**config.mk**
```make
export PLATFORM = sky130hd
export DESIGN_NAME = prio_irq_ctrl
export DESIGN_NICKNAME = d
export VERILOG_FILES = /design/src/rtl/prio_irq_pkg.sv /design/src/rtl/prio_irq_ctrl_dec.sv /design/src/rtl/prio_irq_ctrl_dp.sv /design/src/rtl/prio_irq_ctrl.sv
export SDC_FILE = /design/constraint.sdc
export NUM_CORES = 1
export LEC_CHECK = 0
export ABC_AREA = 1
export ABC_CLOCK_PERIOD_IN_PS = 2100
export CORE_MARGIN = 3
export CORE_UTILIZATION = 52
export DETAILED_ROUTE_END_ITERATION = 6
export PLACE_DENSITY_LB_ADDON = 0.1
export SYNTH_ARGS = -nofsm -noshare
export SYNTH_HDL_FRONTEND = slang
export SYNTH_SLANG_ARGS = --single-unit
```
**constraint.sdc**
```tcl
create_clock -name clk -period 2.1 [get_ports clk]
set_clock_uncertainty 0.15 [all_clocks]
set_input_delay 0.315 -clock clk [delete_from_list [all_inputs] [get_ports clk]]
set_output_delay 0.315 -clock clk [all_outputs]
set_load 0.02 [all_outputs]
```
**src/rtl/prio_irq_pkg.sv**
```systemverilog
package prio_irq_pkg;
  localparam int ADDR_W = 2;

  typedef enum logic [ADDR_W-1:0] {
    SEL_LEVEL  = 2'd0,
    SEL_CLEAR  = 2'd1,
    SEL_NMI    = 2'd2,
    SEL_ENABLE = 2'd3
  } regSel_e;

  typedef struct packed {
    logic    clearWr;
    logic    nmiWr;
    logic    enableWr;
    regSel_e rdSel;
  } strobes_t;
endpackage

```
**src/rtl/prio_irq_ctrl_dec.sv**
```systemverilog
module prio_irq_ctrl_dec
  import prio_irq_pkg::*;
(
  input  logic              busWe,
  input  logic [ADDR_W-1:0] busAddr,
  output strobes_t          stb
);
  regSel_e sel;

  always_comb begin
    sel          = regSel_e'(busAddr);
    stb.rdSel    = sel;
    stb.clearWr  = busWe && (sel == SEL_CLEAR);
    stb.nmiWr    = busWe && (sel == SEL_NMI);
    stb.enableWr = busWe && (sel == SEL_ENABLE);
  end
endmodule

```
**src/rtl/prio_irq_ctrl_dp.sv**
```systemverilog
module prio_irq_ctrl_dp
  import prio_irq_pkg::*;
#(
  parameter int NUM_SRC = 13,
  parameter int DATA_W  = 16,
  parameter int CODE_W  = 8
) (
  input  logic               clk,
  input  logic               rstN,
  input  logic [NUM_SRC-1:0] raiseIn,
  input  logic [DATA_W-1:0]  wrData,
  input  strobes_t           stb,
  output logic [DATA_W-1:0]  rdData,
  output logic [NUM_SRC-1:0] pendQ,
  output logic [NUM_SRC-1:0] enQ,
  output logic [NUM_SRC-1:0] nmiQ,
  output logic [CODE_W-1:0]  levelCode,
  output logic               anyPend
);
  localparam logic [CODE_W-1:0] NONE_CODE = {CODE_W{1'b1}};
  localparam int PAD_W = DATA_W - NUM_SRC;
  localparam int CPAD_W = DATA_W - CODE_W;

  logic [NUM_SRC-1:0] wrBits;
  logic [NUM_SRC-1:0] accepted;
  logic [NUM_SRC-1:0] kept;
  logic [NUM_SRC-1:0] pendD;

  assign wrBits   = wrData[NUM_SRC-1:0];
  assign accepted = raiseIn & (enQ | nmiQ);

  always_comb begin
    kept = pendQ;
    if (stb.clearWr)  kept = kept & ~wrBits;
    if (stb.enableWr) kept = kept & wrBits;
    pendD = kept | accepted;
  end

  always_ff @(posedge clk or negedge rstN) begin
    if (!rstN) begin
      pendQ <= '0;
      enQ   <= '0;
      nmiQ  <= '0;
    end else begin
      pendQ <= pendD;
      if (stb.enableWr) enQ  <= wrBits;
      if (stb.nmiWr)    nmiQ <= wrBits;
    end
  end

  always_comb begin
    levelCode = NONE_CODE;
    for (int i = NUM_SRC - 1; i >= 0; i--) begin
      if (pendQ[i]) levelCode = CODE_W'(i);
    end
  end

  assign anyPend = |pendQ;

  always_comb begin
    unique case (stb.rdSel)
      SEL_LEVEL:  rdData = {{CPAD_W{1'b0}}, levelCode};
      SEL_CLEAR:  rdData = '0;
      SEL_NMI:    rdData = {{PAD_W{1'b0}}, nmiQ};
      SEL_ENABLE: rdData = {{PAD_W{1'b0}}, enQ};
      default:    rdData = '0;
    endcase
  end
endmodule

```
**src/rtl/prio_irq_ctrl.sv**
```systemverilog
module prio_irq_ctrl
  import prio_irq_pkg::*;
#(
  parameter int NUM_SRC = 13,
  parameter int DATA_W  = 16,
  parameter int CODE_W  = 8
) (
  input  logic               clk,
  input  logic               rstN,
  input  logic [NUM_SRC-1:0] raiseIn,
  input  logic               busWe,
  input  logic [ADDR_W-1:0]  busAddr,
  input  logic [DATA_W-1:0]  busWrData,
  output logic [DATA_W-1:0]  busRdData,
  output logic               cpuIrq
);
  strobes_t           stb;
  logic [NUM_SRC-1:0] pendQ;
  logic [NUM_SRC-1:0] enQ;
  logic [NUM_SRC-1:0] nmiQ;
  logic [CODE_W-1:0]  levelCode;
  logic               anyPend;

  prio_irq_ctrl_dec u_dec (
    .busWe   (busWe),
    .busAddr (busAddr),
    .stb     (stb)
  );

  prio_irq_ctrl_dp #(
    .NUM_SRC (NUM_SRC),
    .DATA_W  (DATA_W),
    .CODE_W  (CODE_W)
  ) u_dp (
    .clk       (clk),
    .rstN      (rstN),
    .raiseIn   (raiseIn),
    .wrData    (busWrData),
    .stb       (stb),
    .rdData    (busRdData),
    .pendQ     (pendQ),
    .enQ       (enQ),
    .nmiQ      (nmiQ),
    .levelCode (levelCode),
    .anyPend   (anyPend)
  );

  assign cpuIrq = anyPend;
endmodule

```
Word-level counts from Yosys, hierarchy flattened
Cells that the tools add are included.
{"block": "totals", "in_bits": 34, "reg_bits": 39, "wordCells": 33}
{"block": "classes", "bitwise": 6, "n_reduce_logical": 5, "n_eq_ne": 3, "muxes": 16}
{"cell": "$mux 8", "n": 13}
{"cell": "$pmux 16 s4", "n": 1}
{"cell": "$and 13x13->13", "n": 3}
{"cell": "$mux 13", "n": 2}
{"cell": "$or 13x13->13", "n": 2}
{"cell": "$not 13->13", "n": 1}
{"cell": "$reduce_or 13->1", "n": 1}
{"cell": "$eq 2x2->1 const B", "n": 2}
{"cell": "$logic_and 1x1->1", "n": 3}
{"cell": "$eq 2x1->1 const B", "n": 1}
{"cell": "$logic_not 2->1", "n": 1}

Depth between registers and ports, before layout
Gate-level depths: netlist of the first run.
{"block": "logic_depth", "ltp_word": 14, "depth_mapped": 14}

Cells and area by module
Synthesis of the first run repeated with hierarchy kept, for this count alone.
{"block": "unflattened", "cells_unflattened": 259, "hier_area_um2": 2001.9}
{"mod": "prio_irq_ctrl_dp", "cells_per_inst": 251, "area_each_um2": 1964.4, "n_inst": 1, "seq_area_each_um2": 975.9}
{"mod": "prio_irq_ctrl_dec", "cells_per_inst": 8, "area_each_um2": 37.5, "n_inst": 1, "seq_area_each_um2": 0.0}

Worst setup path before layout of the first run
Ideal clock, no wire load.
{"block": "synth_path", "path_kind": "input to output", "from": "input port busAddr[0]", "to": "output port busRdData[2]", "t_required_ns": 1.635, "arrival_ns": 1.192, "path_buffers": 1, "stages": 5, "path_slack_ns": 0.443, "cell_sequence": "buf_6 nor3_1 nand2_1 a311o_1 o211ai_1"}
{"block": "synth_between", "elab_chain_cells": 2, "word_cells_on_any_way": 5}
{"item": "start, declared", "line_no": "prio_irq_ctrl.sv:12", "source": "input logic [ADDR_W-1:0] busAddr,"}
{"item": "$eq 2x2->1 (tied with other cells)", "line_no": "prio_irq_ctrl_dp.sv:61", "source": "unique case (stb.rdSel)"}
{"item": "$pmux 16 s4 *", "line_no": "prio_irq_ctrl_dp.sv:61"}
{"item": "end, declared", "line_no": "prio_irq_ctrl.sv:14", "source": "output logic [DATA_W-1:0] busRdData,"}
Mark *: on every way between the ends. The rest lies on a longest branch, timed or not. The select of a mux whose other input is x is not followed.

Worst setup path in the final report of the first run
{"block": "layout_path", "from": "register u_dp.pendQ[4]", "to": "output port busRdData[5]"}
{"block": "layout_between", "elab_chain_cells": 6}
{"item": "start, declared", "line_no": "prio_irq_ctrl_dp.sv:14", "source": "output logic [NUM_SRC-1:0] pendQ,"}
{"item": "start signal, assigned", "line_no": "prio_irq_ctrl_dp.sv:45", "source": "pendQ <= pendD;"}
{"item": "$mux 8 (5 in series)", "line_no": "prio_irq_ctrl_dp.sv:54", "source": "if (pendQ[i]) levelCode = CODE_W'(i);"}
{"item": "$pmux 16 s4", "line_no": "prio_irq_ctrl_dp.sv:61"}
Every way passes these cells. The select of a mux whose other input is x is not followed.

==> impl_metrics.yaml, run 1 <==
die:
  initial_utilization_pct: 56.5
  die-area_mm2: 0.00454
  fp.dieH_um: 67.4
  placementRows: 21
  core_footprint_mm2: 0.00347
  die_x_um: 67.4
  boundaryPins: 51
synth:
  mappedNetlistArea_mm2: 0.00196
  synth_top_family_by_area: "compound AO/OA/AOI/OAI gates"
  yosysWarnings: 0
  synth_most_common_cell: "sky130_fd_sc_hd__o21ai_0"
  synth_fa_ha_area_share_pct: 0
  synth_compound_area_share_pct: 22.1
  synth_largest_type_area_fraction_pct: 49.8
  post_synth_xor_area_fraction_pct: 0
  synth-main-ff-cell: "sky130_fd_sc_hd__dfrtp_1"
  synth.avg_cell_area_um2: 8.03
  synth_area_leader_cell: "sky130_fd_sc_hd__dfrtp_1"
  ys_seq_area_share_pct: 49.8
  number_of_synthesized_flops_with_an_enable_pin: 0
  synth.cells.most_frequent: "53 x sky130_fd_sc_hd__o21ai_0, 48 x sky130_fd_sc_hd__nand2_1, 39 x sky130_fd_sc_hd__dfrtp_1"
  synth-async-reset-ratio_pct: 100
  number_of_instances_in_the_synthesized_netlist: 244
  synth.mux.area_fraction_pct: 0
  number_of_flip_flops_and_latches_in_the_synthesized_netlist: 39
  synth.area.top_cells: "sky130_fd_sc_hd__dfrtp_1 50%, sky130_fd_sc_hd__o21ai_0 14%, sky130_fd_sc_hd__nand2_1 9.2%"
  ys_types: 24
  synthSimpleGateAreaFrac_pct: 16.6
worst_setup_path:
  worst_r2r_endpoint: "u_dp.pendQ[4]"
  slowest_delay_ps: 420
  r2r_setup_slack_ps: 1110
  worstSetupStartpointType: "flip-flop"
  critPathMaxFanout: 3
  ff2ff_path_depth: 2
  crit_path_top_delay_cell: "sky130_fd_sc_hd__dfrtp_1"
  startpoint_of_the_worst_register_to_register_path: "u_dp.nmiQ[4]"
  timing_worst_setup_path_type: "reg -> out"
  endpoint_kind: "output pin"
  critical_path.n_buffers_inverters: 2
  crit_chain: "nor2_2, nand2_2, nor4_4, nand3_2, buf_6, o211ai_1, buf_4"
  critical-path-top-delay-family: "simple AND/OR/NAND/NOR gates"
  worst-endpoint-required_ps: 1630
  critPathArrivalTime_ps: 1830
cts:
  numCtsBuffers: 5
  cts_num_sinks: 39
  cts.root.buffer_cell: "sky130_fd_sc_hd__clkbuf_8"
  clock_latency_ps: 290
  ctsLongestPathBuffers: 2
  clkTransAtPathRegs_ps: 70
  tritoncts: "yes"
  cts-htree-levels: 2
layout:
  final_layout_size_suffix_gt1_share_pct: 24.1
  final_nets: 356
  antenna_cells: 0
  fin_util_pct: 79.0
  synth_to_layout_area_growth_pct: 39.9
placed_design:
  detailed_place_hpwl_um: 3500
  place_congestion: 0.889
  io_buffers: 44
  post-place-ws_ps: -495
grt:
  grt_antenna_before_repair: 0
  grt_overflow: 0
  pin_count_of_the_biggest_net_entering_global_routing: 40
  first_global_vias: 1760
  track_usage_pct: 23.7
  first_pass_grt_wire_length_um: 7930
route:
  drt_first_pass_iters: 4
  num_vias: 1868
  detail_route.wirelength_um: 4860
  via_per_inst: 5.06
  drt_drc_violations_left: 0
  route.detailed.wl_per_inst_um: 13.2
  route.antenna.remaining_nets: 0
  detailedRoute.firstIterationViolations: 180
power:
  cellPowerDensity_mw_per_mm2: 682
  total_power_mw: 1.87
  power.leakage_nw: 1.36
  power.ir.vdd_worst_v: 0.000568
sta:
  peak_freq_mhz: 436
  drv_slew: 0
  timing.final.ws_setup_ps: -192
  setup_total_negative_slack_ps: -696
  rsz0062_at_grt: "yes"
  hold_violations: 0
  finalSetupViolations: 6
  timing.final.crit_share_pct: 109
  holdWs_ps: 360
  period_minus_slack_ps: 2290
hold_path:
  whs_path_depth: 2
  worst_hold_startpoint: "u_dp.enQ[9]"
  hold_path_sink: "u_dp.pendQ[9]"
  hold_class: "reg -> reg"
run_status:
  run_status: "complete, but fails checks"
  violated_checks: "negative setup slack"
run:
  max_cap_viol_count: 0
## sequential cells by signal, summed over array words and instances, names as in the netlist
signal,flops
u_dp.enQ,13
u_dp.nmiQ,13
u_dp.pendQ,13
## worst register-to-register path: cells and delay by family, from the launching register on
family | cells | cell delay (ps)
AOI/OAI and AO/OA | 2 | 310
DFF | 1 | 400
## per-layer routing
metal	share of wire, %	track usage (%)	wire length [µm]
met5	0	0	0
met2	48	39.0	2330
met3	5.8	6.16	284
met4	1.7	7.59	82
met1	45	30.6	2160
## placed cells by master (no fill, tap or decap), drive strengths merged, types with 2 or more instances in the layout
cell	count
o21ai	57
nand2	49
buf	48
dfrtp	39
inv	38
clkdlybuf4s50	27
nor2	20
a21oi	13
clkbuf	9
o211ai	6
nand3	5
conb	3
dlymetal6s2s	2
## power breakdown
group	internal [mW]	total, mW	switching, mW
combinational	0.212	0.448	0.236
sequential	0.863	0.942	0.0791
clock	0.233	0.479	0.246
total	1.31	1.87	0.561
## metrics by stage
step,std cells,cell area (µm²)
6_report,369,2740
5_1_grt,369,2740
2_1_floorplan,246,1970
4_1_cts,365,2670
3_3_place_gp,355,2610
3_5_place_dp,355,2610
## worst max-delay path by stage
stage	endpoint	cells after the start	from
finish	busRdData[5]	7	u_dp.pendQ[4]
global route	busRdData[6]	7	u_dp.pendQ[4]
CTS	busRdData[7]	6	u_dp.pendQ[7]
detailed placement	busRdData[2]	6	busAddr[1]
global placement	busRdData[2]	6	busAddr[1]
floorplan	busRdData[2]	5	busAddr[0]
## layout make-up
cell class / count / area, µm²
inverter: 38 / 143
fill: 276 / 728
timing repair buffer: 80 / 676
tap: 46 / 57.6
multi-input combinational: 158 / 806
sequential: 39 / 977
clock buffer: 7 / 76.3
clock inverter: 1 / 5.00
## timing repair
action,4_1_cts,5_1_grt
resized for setup,68,20
endpoints found under the hold margin,39,0
hold buffers,1,0
pin swaps,2,10
setup endpoints to repair,14,13
buffers inserted,1,4
## kinds of logic after synthesis
kind of cell,after synthesis
AND/OR/NAND/NOR,76
AO/OA/AOI/OAI,79
other,1
buffers and inverters,49
flip-flops,39
No activity file was read; power rests on OpenSTA's default activity.
==> run 2, diff against run 1 <==
ABC_AREA = unset   (was 1)
CORE_UTILIZATION = 53   (was 52)
CTS_CLUSTER_SIZE = 10   (was unset)
==> run 2 against run 1 <==
The run still ends with negative setup slack left. Critical path depth down 2. Core utilization increased by 4.0 points. Flip-flop and latch count unchanged. Combinational power increased by 37%. Global-route usage grew 0.53 points. Setup slack improved by 62 ps. Non-clock buffer count shrank 4. Critical endpoint is now busRdData[6].
==> impl_metrics.yaml, run 2 <==
cts:
  clkTransAtPathRegs_ps: 70
  cts_num_sinks: 39
  cts-htree-levels: 2
  ctsLongestPathBuffers: 2
  tritoncts: "yes"
  cts.root.buffer_cell: "sky130_fd_sc_hd__clkbuf_8"
  clock_latency_ps: 280
  numCtsBuffers: 5
die:
  boundaryPins: 51
  core_footprint_mm2: 0.00352
  die-area_mm2: 0.00465
  initial_utilization_pct: 58.2
  placementRows: 21
  die_x_um: 68.2
  fp.dieH_um: 68.2
synth:
  synth-main-ff-cell: "sky130_fd_sc_hd__dfrtp_1"
  mappedNetlistArea_mm2: 0.00205
  yosysWarnings: 0
  synth_area_leader_cell: "sky130_fd_sc_hd__dfrtp_1"
  ys_types: 34
  number_of_instances_in_the_synthesized_netlist: 181
  synth.cells.most_frequent: "39 x sky130_fd_sc_hd__dfrtp_1, 26 x sky130_fd_sc_hd__o21ai_0, 19 x sky130_fd_sc_hd__mux2_2"
  number_of_synthesized_flops_with_an_enable_pin: 0
  synth.avg_cell_area_um2: 11.3
  number_of_flip_flops_and_latches_in_the_synthesized_netlist: 39
  ys_seq_area_share_pct: 47.6
  synth_largest_type_area_fraction_pct: 47.6
  synth.area.top_cells: "sky130_fd_sc_hd__dfrtp_1 48%, sky130_fd_sc_hd__mux2_2 10%, sky130_fd_sc_hd__mux2_1 6.6%"
  synth-async-reset-ratio_pct: 100
  synth_most_common_cell: "sky130_fd_sc_hd__dfrtp_1"
route:
  route.antenna.remaining_nets: 0
  drt_drc_violations_left: 0
  route.detailed.wl_per_inst_um: 16.8
  num_vias: 1634
  drt_first_pass_iters: 4
  via_per_inst: 5.41
  detailedRoute.firstIterationViolations: 103
  detail_route.wirelength_um: 5070
layout:
  layout.cells.most_common: "sky130_fd_sc_hd__dfrtp_1"
  synth_to_layout_area_growth_pct: 42.7
  layout_common_cells: "37 x sky130_fd_sc_hd__dfrtp_1, 29 x sky130_fd_sc_hd__buf_4, 27 x sky130_fd_sc_hd__clkdlybuf4s50_1"
  final_layout_size_suffix_gt1_share_pct: 34.8
  antenna_cells: 0
  finalNonFillerCells: 302
  reg.largest.list: "u_dp.enQ x13, u_dp.nmiQ x13, u_dp.pendQ x13"
  final_nets: 289
sta:
  timing.final.ws_setup_ps: -130
  finalSetupViolations: 7
  hold_violations: 0
  timing.final.crit_share_pct: 106
  period_minus_slack_ps: 2230
  holdWs_ps: 367
  rsz0062_at_grt: "yes"
  peak_freq_mhz: 448
  setup_total_negative_slack_ps: -733
  drv_slew: 0
worst_setup_path:
  critical_path.n_buffers_inverters: 2
  r2r_setup_slack_ps: 1070
  critical-path-top-delay-family: "simple AND/OR/NAND/NOR gates"
  crit_path_top_delay_cell: "sky130_fd_sc_hd__dfrtp_2"
  endpoint_kind: "output pin"
  worstSetupStartpointType: "flip-flop"
  slowest_delay_ps: 450
  crit_chain: "nor4_4, nand4_2, buf_4, o31ai_2, buf_4"
  timing_worst_setup_path_type: "reg -> out"
  worst_path_most_repeated_cell: "sky130_fd_sc_hd__buf_4"
  critPathArrivalTime_ps: 1760
  worst-endpoint-required_ps: 1630
  critPathMaxFanout: 4
grt:
  grt_overflow: 0
  first_global_vias: 1743
  pin_count_of_the_biggest_net_entering_global_routing: 40
  grt_antenna_before_repair: 0
  first_pass_grt_wire_length_um: 8300
  track_usage_pct: 24.3
placed_design:
  io_buffers: 44
  place_congestion: 0.815
  placed_cells: 288
  detailed_place_hpwl_um: 3550
power:
  power.ir.vdd_worst_v: 0.000592
  total_power_mw: 2.26
  cellPowerDensity_mw_per_mm2: 773
  power.leakage_nw: 1.25
run_status:
  violated_checks: "negative setup slack"
  run_status: "complete, but fails checks"
hold_path:
  hold_class: "reg -> reg"
run:
  max_cap_viol_count: 0
run 2: changes by cell type after synthesis, sizes merged, moves of 9 or more:
cell	delta
nand2	-34
mux2	+31
a21oi	-9
o21ai	-30
nor2	-16
xnor2	+13
inv	-36
run 2: cells by family (layout without fill, tap and decap cells):
| logic type | after synthesis | count (layout) | share of synthesized area [%] |
|---|---|---|---|
| other | 1 | 3 | 0.183 |
| and+or+nand+nor | 36 | 36 | 10.4 |
| buffers and inverters | 13 | 86 | 3.60 |
| xor gates and xnor gates | 13 | 13 | 5.56 |
| DFF | 39 | 39 | 47.6 |
| AOI/OAI and AO/OA | 40 | 40 | 11.6 |
| muxes | 39 | 39 | 21.0 |
run 2: layout make-up:
| cell class | instances | area, µm² |
|---|---|---|
| multi-input combinational | 131 | 1070 |
| sequential | 39 | 978 |
| timing repair buffer | 76 | 694 |
| fill | 207 | 598 |
| clock buffer | 6 | 82.6 |
| tap | 46 | 57.6 |
| clock inverter | 2 | 35.0 |
| inverter | 2 | 7.51 |
run 2: report_power, final:
| group | internal (mW) | switching, mW |
|---|---|---|
| clock | 0.384 | 0.256 |
| sequential | 0.889 | 0.117 |
| combinational | 0.336 | 0.276 |
| total | 1.61 | 0.649 |
run 2: final timing paths:
path | start | to | depth (start not counted)
max | u_dp.pendQ[11] | busRdData[6] | 5
min | u_dp.enQ[0] | u_dp.enQ[0] | 1
max reg2reg | u_dp.pendQ[1] | u_dp.pendQ[1] | 3
min reg2reg | u_dp.enQ[0] | u_dp.enQ[0] | 1
max in group asynchronous | rstN | u_dp.pendQ[8] | 3
min in group asynchronous | rstN | u_dp.nmiQ[2] | 3
run 2: stage by stage:
stage          util, %  worst slack, ps  instance area, µm²
2_1_floorplan        -             66.5                2060
3_3_place_gp      76.8             -454                2700
3_5_place_dp      76.8             -504                2700
4_1_cts           82.3             -130                2900
5_1_grt           83.0             -238                2920
6_report          83.0             -130                2920
run 2: what timing repair did:
| item | 4_1_cts | 5_1_grt |
|---|---|---|
| pin swaps | 6 | 3 |
| setup endpoints to repair | 14 | 13 |
| hold buffers | 1 | 0 |
| hold endpoints to repair | 39 | 0 |
| buffers inserted | 6 | 0 |
| resized for setup | 62 | 20 |
run 2: metal layers:
metal | share of wire (%) | up-vias | global-route usage, %
met3 | 5.4 | 10 | 4.76
met1 | 43 | 776 | 30.3
li1 | - | 792 | -
met5 | 0 | - | 0
met4 | 1.5 | 0 | 8.68
met2 | 50 | 56 | 41.6
==> run 3, diff against run 2 <==
CORE_UTILIZATION = 45   (was 53)
==> run 3 against run 2 <==
The run still ends with negative setup slack left. Global-route usage is 3.2 points lower. Critical endpoint is now busRdData[4]. Total power increased by 4.8%. Clock power increased by 15%. Non-clock buffer count grew 1. Hold slack worse by 1.7 ps. Routed wire length is 3.2% higher. Setup slack lost 4.9 ps. Flip-flop and latch count unchanged. Register-to-register slack got worse by 40 ps.
==> impl_metrics.yaml, run 3 (synthesis results as in run 2) <==
sta:
  peak_freq_mhz: 447
  worst_case_headroom_to_the_max_slew_limit_pct: 66.3
  drv_slew: 0
  finalSetupViolations: 6
  hold_violations: 0
  period_minus_slack_ps: 2230
  worst_pin_slew_ps: 506
  rsz0062_at_grt: "yes"
  timing.final.ws_setup_ps: -135
  timing.final.crit_share_pct: 106
layout:
  layout_common_cells: "38 x sky130_fd_sc_hd__dfrtp_1, 27 x sky130_fd_sc_hd__clkdlybuf4s50_1, 27 x sky130_fd_sc_hd__buf_4"
  synth_to_layout_area_growth_pct: 47.0
  finalNonFillerCells: 307
  antenna_cells: 0
  final_nets: 290
  fin_util_pct: 71.6
  final_layout_size_suffix_gt1_share_pct: 35.0
  reg.largest.list: "u_dp.enQ x13, u_dp.nmiQ x13, u_dp.pendQ x13"
  layout.cells.most_common: "sky130_fd_sc_hd__dfrtp_1"
worst_setup_path:
  critPathArrivalTime_ps: 1770
  timing_worst_setup_path_type: "reg -> out"
  startpoint_of_the_worst_register_to_register_path: "u_dp.pendQ[10]"
  worst-endpoint-required_ps: 1630
  ff2ff_path_depth: 4
  endpoint_kind: "output pin"
  critPathMaxFanout: 5
  worst_r2r_endpoint: "u_dp.pendQ[10]"
  worstSetupStartpointType: "flip-flop"
  r2r_setup_slack_ps: 1030
placed_design:
  placed_cells: 295
  detailed_place_hpwl_um: 3680
  io_buffers: 44
  place_congestion: 0.901
route:
  drt_drc_violations_left: 0
  route.antenna.remaining_nets: 0
  detailedRoute.firstIterationViolations: 87
  drt_first_pass_iters: 4
  num_vias: 1676
  route.detailed.wl_per_inst_um: 17.0
  detail_route.wirelength_um: 5230
  via_per_inst: 5.46
die:
  placementRows: 23
  die-area_mm2: 0.00540
  boundaryPins: 51
  initial_utilization_pct: 48.7
  core_footprint_mm2: 0.00420
  die_x_um: 73.5
  fp.dieH_um: 73.5
grt:
  grt_antenna_before_repair: 0
  first_pass_grt_wire_length_um: 8680
  track_usage_pct: 21.1
  grt_overflow: 0
  first_global_vias: 1763
  pin_count_of_the_biggest_net_entering_global_routing: 40
power:
  total_power_mw: 2.37
  cellPowerDensity_mw_per_mm2: 786
  power.leakage_nw: 1.27
  power.ir.vdd_worst_v: 0.000573
cts:
  ctsLongestPathBuffers: 2
  clock_latency_ps: 290
  tritoncts: "yes"
  cts_num_sinks: 39
  cts.root.buffer_cell: "sky130_fd_sc_hd__clkbuf_8"
  cts-htree-levels: 2
  clkTransAtPathRegs_ps: 80
  numCtsBuffers: 5
hold_path:
  hold_class: "reg -> reg"
  hold_path_sink: "u_dp.enQ[1]"
  worst_hold_startpoint: "u_dp.enQ[1]"
  whs_path_depth: 1
run:
  max_cap_viol_count: 0
run_status:
  violated_checks: "negative setup slack"
  run_status: "complete, but fails checks"
[run 3: routing by layer]
metal | global-route usage, % | vias to the layer above | wire length [µm]
met5 | 0 | - | 0
met3 | 4.65 | 10 | 322
li1 | - | 790 | -
met4 | 5.63 | 0 | 68
met1 | 27.6 | 819 | 2160
met2 | 35.3 | 57 | 2670
[run 3: report_power, final]
part / internal (mW) / switching (mW)
Clock: 0.475 / 0.259
Sequential: 0.888 / 0.112
Combinational: 0.347 / 0.286
[run 3: critical path: stages, from the launching register on]
cell and delay, ps:
sky130_fd_sc_hd__dfrtp_2 460, sky130_fd_sc_hd__nor4_4 320, sky130_fd_sc_hd__nand4_2 160, sky130_fd_sc_hd__o21ba_4 270, sky130_fd_sc_hd__a21oi_4 130, sky130_fd_sc_hd__buf_6 130
[run 3: how the worst max path moves through the flow]
stage,startpoint,to,slack (ps)
detailed placement,busAddr[0],busRdData[2],-510
finish,u_dp.pendQ[8],busRdData[4],-130
floorplan,u_dp.pendQ[7],busRdData[6],70
CTS,u_dp.pendQ[8],busRdData[6],-130
global placement,busAddr[0],busRdData[3],-500
global route,u_dp.pendQ[8],busRdData[4],-230
[run 3: area by class of cell]
cell class              instances  area (µm²)
fillers                       298        1190
multi-input cells             131        1100
flip-flops and latches         39         977
repair buffers                 77         734
clock buffers                   6        72.6
well taps                      50        62.6
clock inverters                 2        60.1
inverters                       2        7.51
[run 3: stage by stage]
stage          cell area, µm²  hold WS, ps  setup slack (ps)  TNS (ps)
6_report                 3010          365              -135      -601
5_1_grt                  3010          389              -232     -1260
4_1_cts                  2940          366              -128      -682
3_5_place_dp             2720          250              -506     -6320
3_3_place_gp             2720          241              -505     -5430
2_1_floorplan            2060         -131              66.5         0
[run 3: repair_timing]
action,4_1_cts,5_1_grt
hold buffers,1,0
endpoints found under the setup margin,14,14
setup buffers,2,1
hold endpoints to repair,39,0
gates resized for setup,78,16
pin swaps,8,5
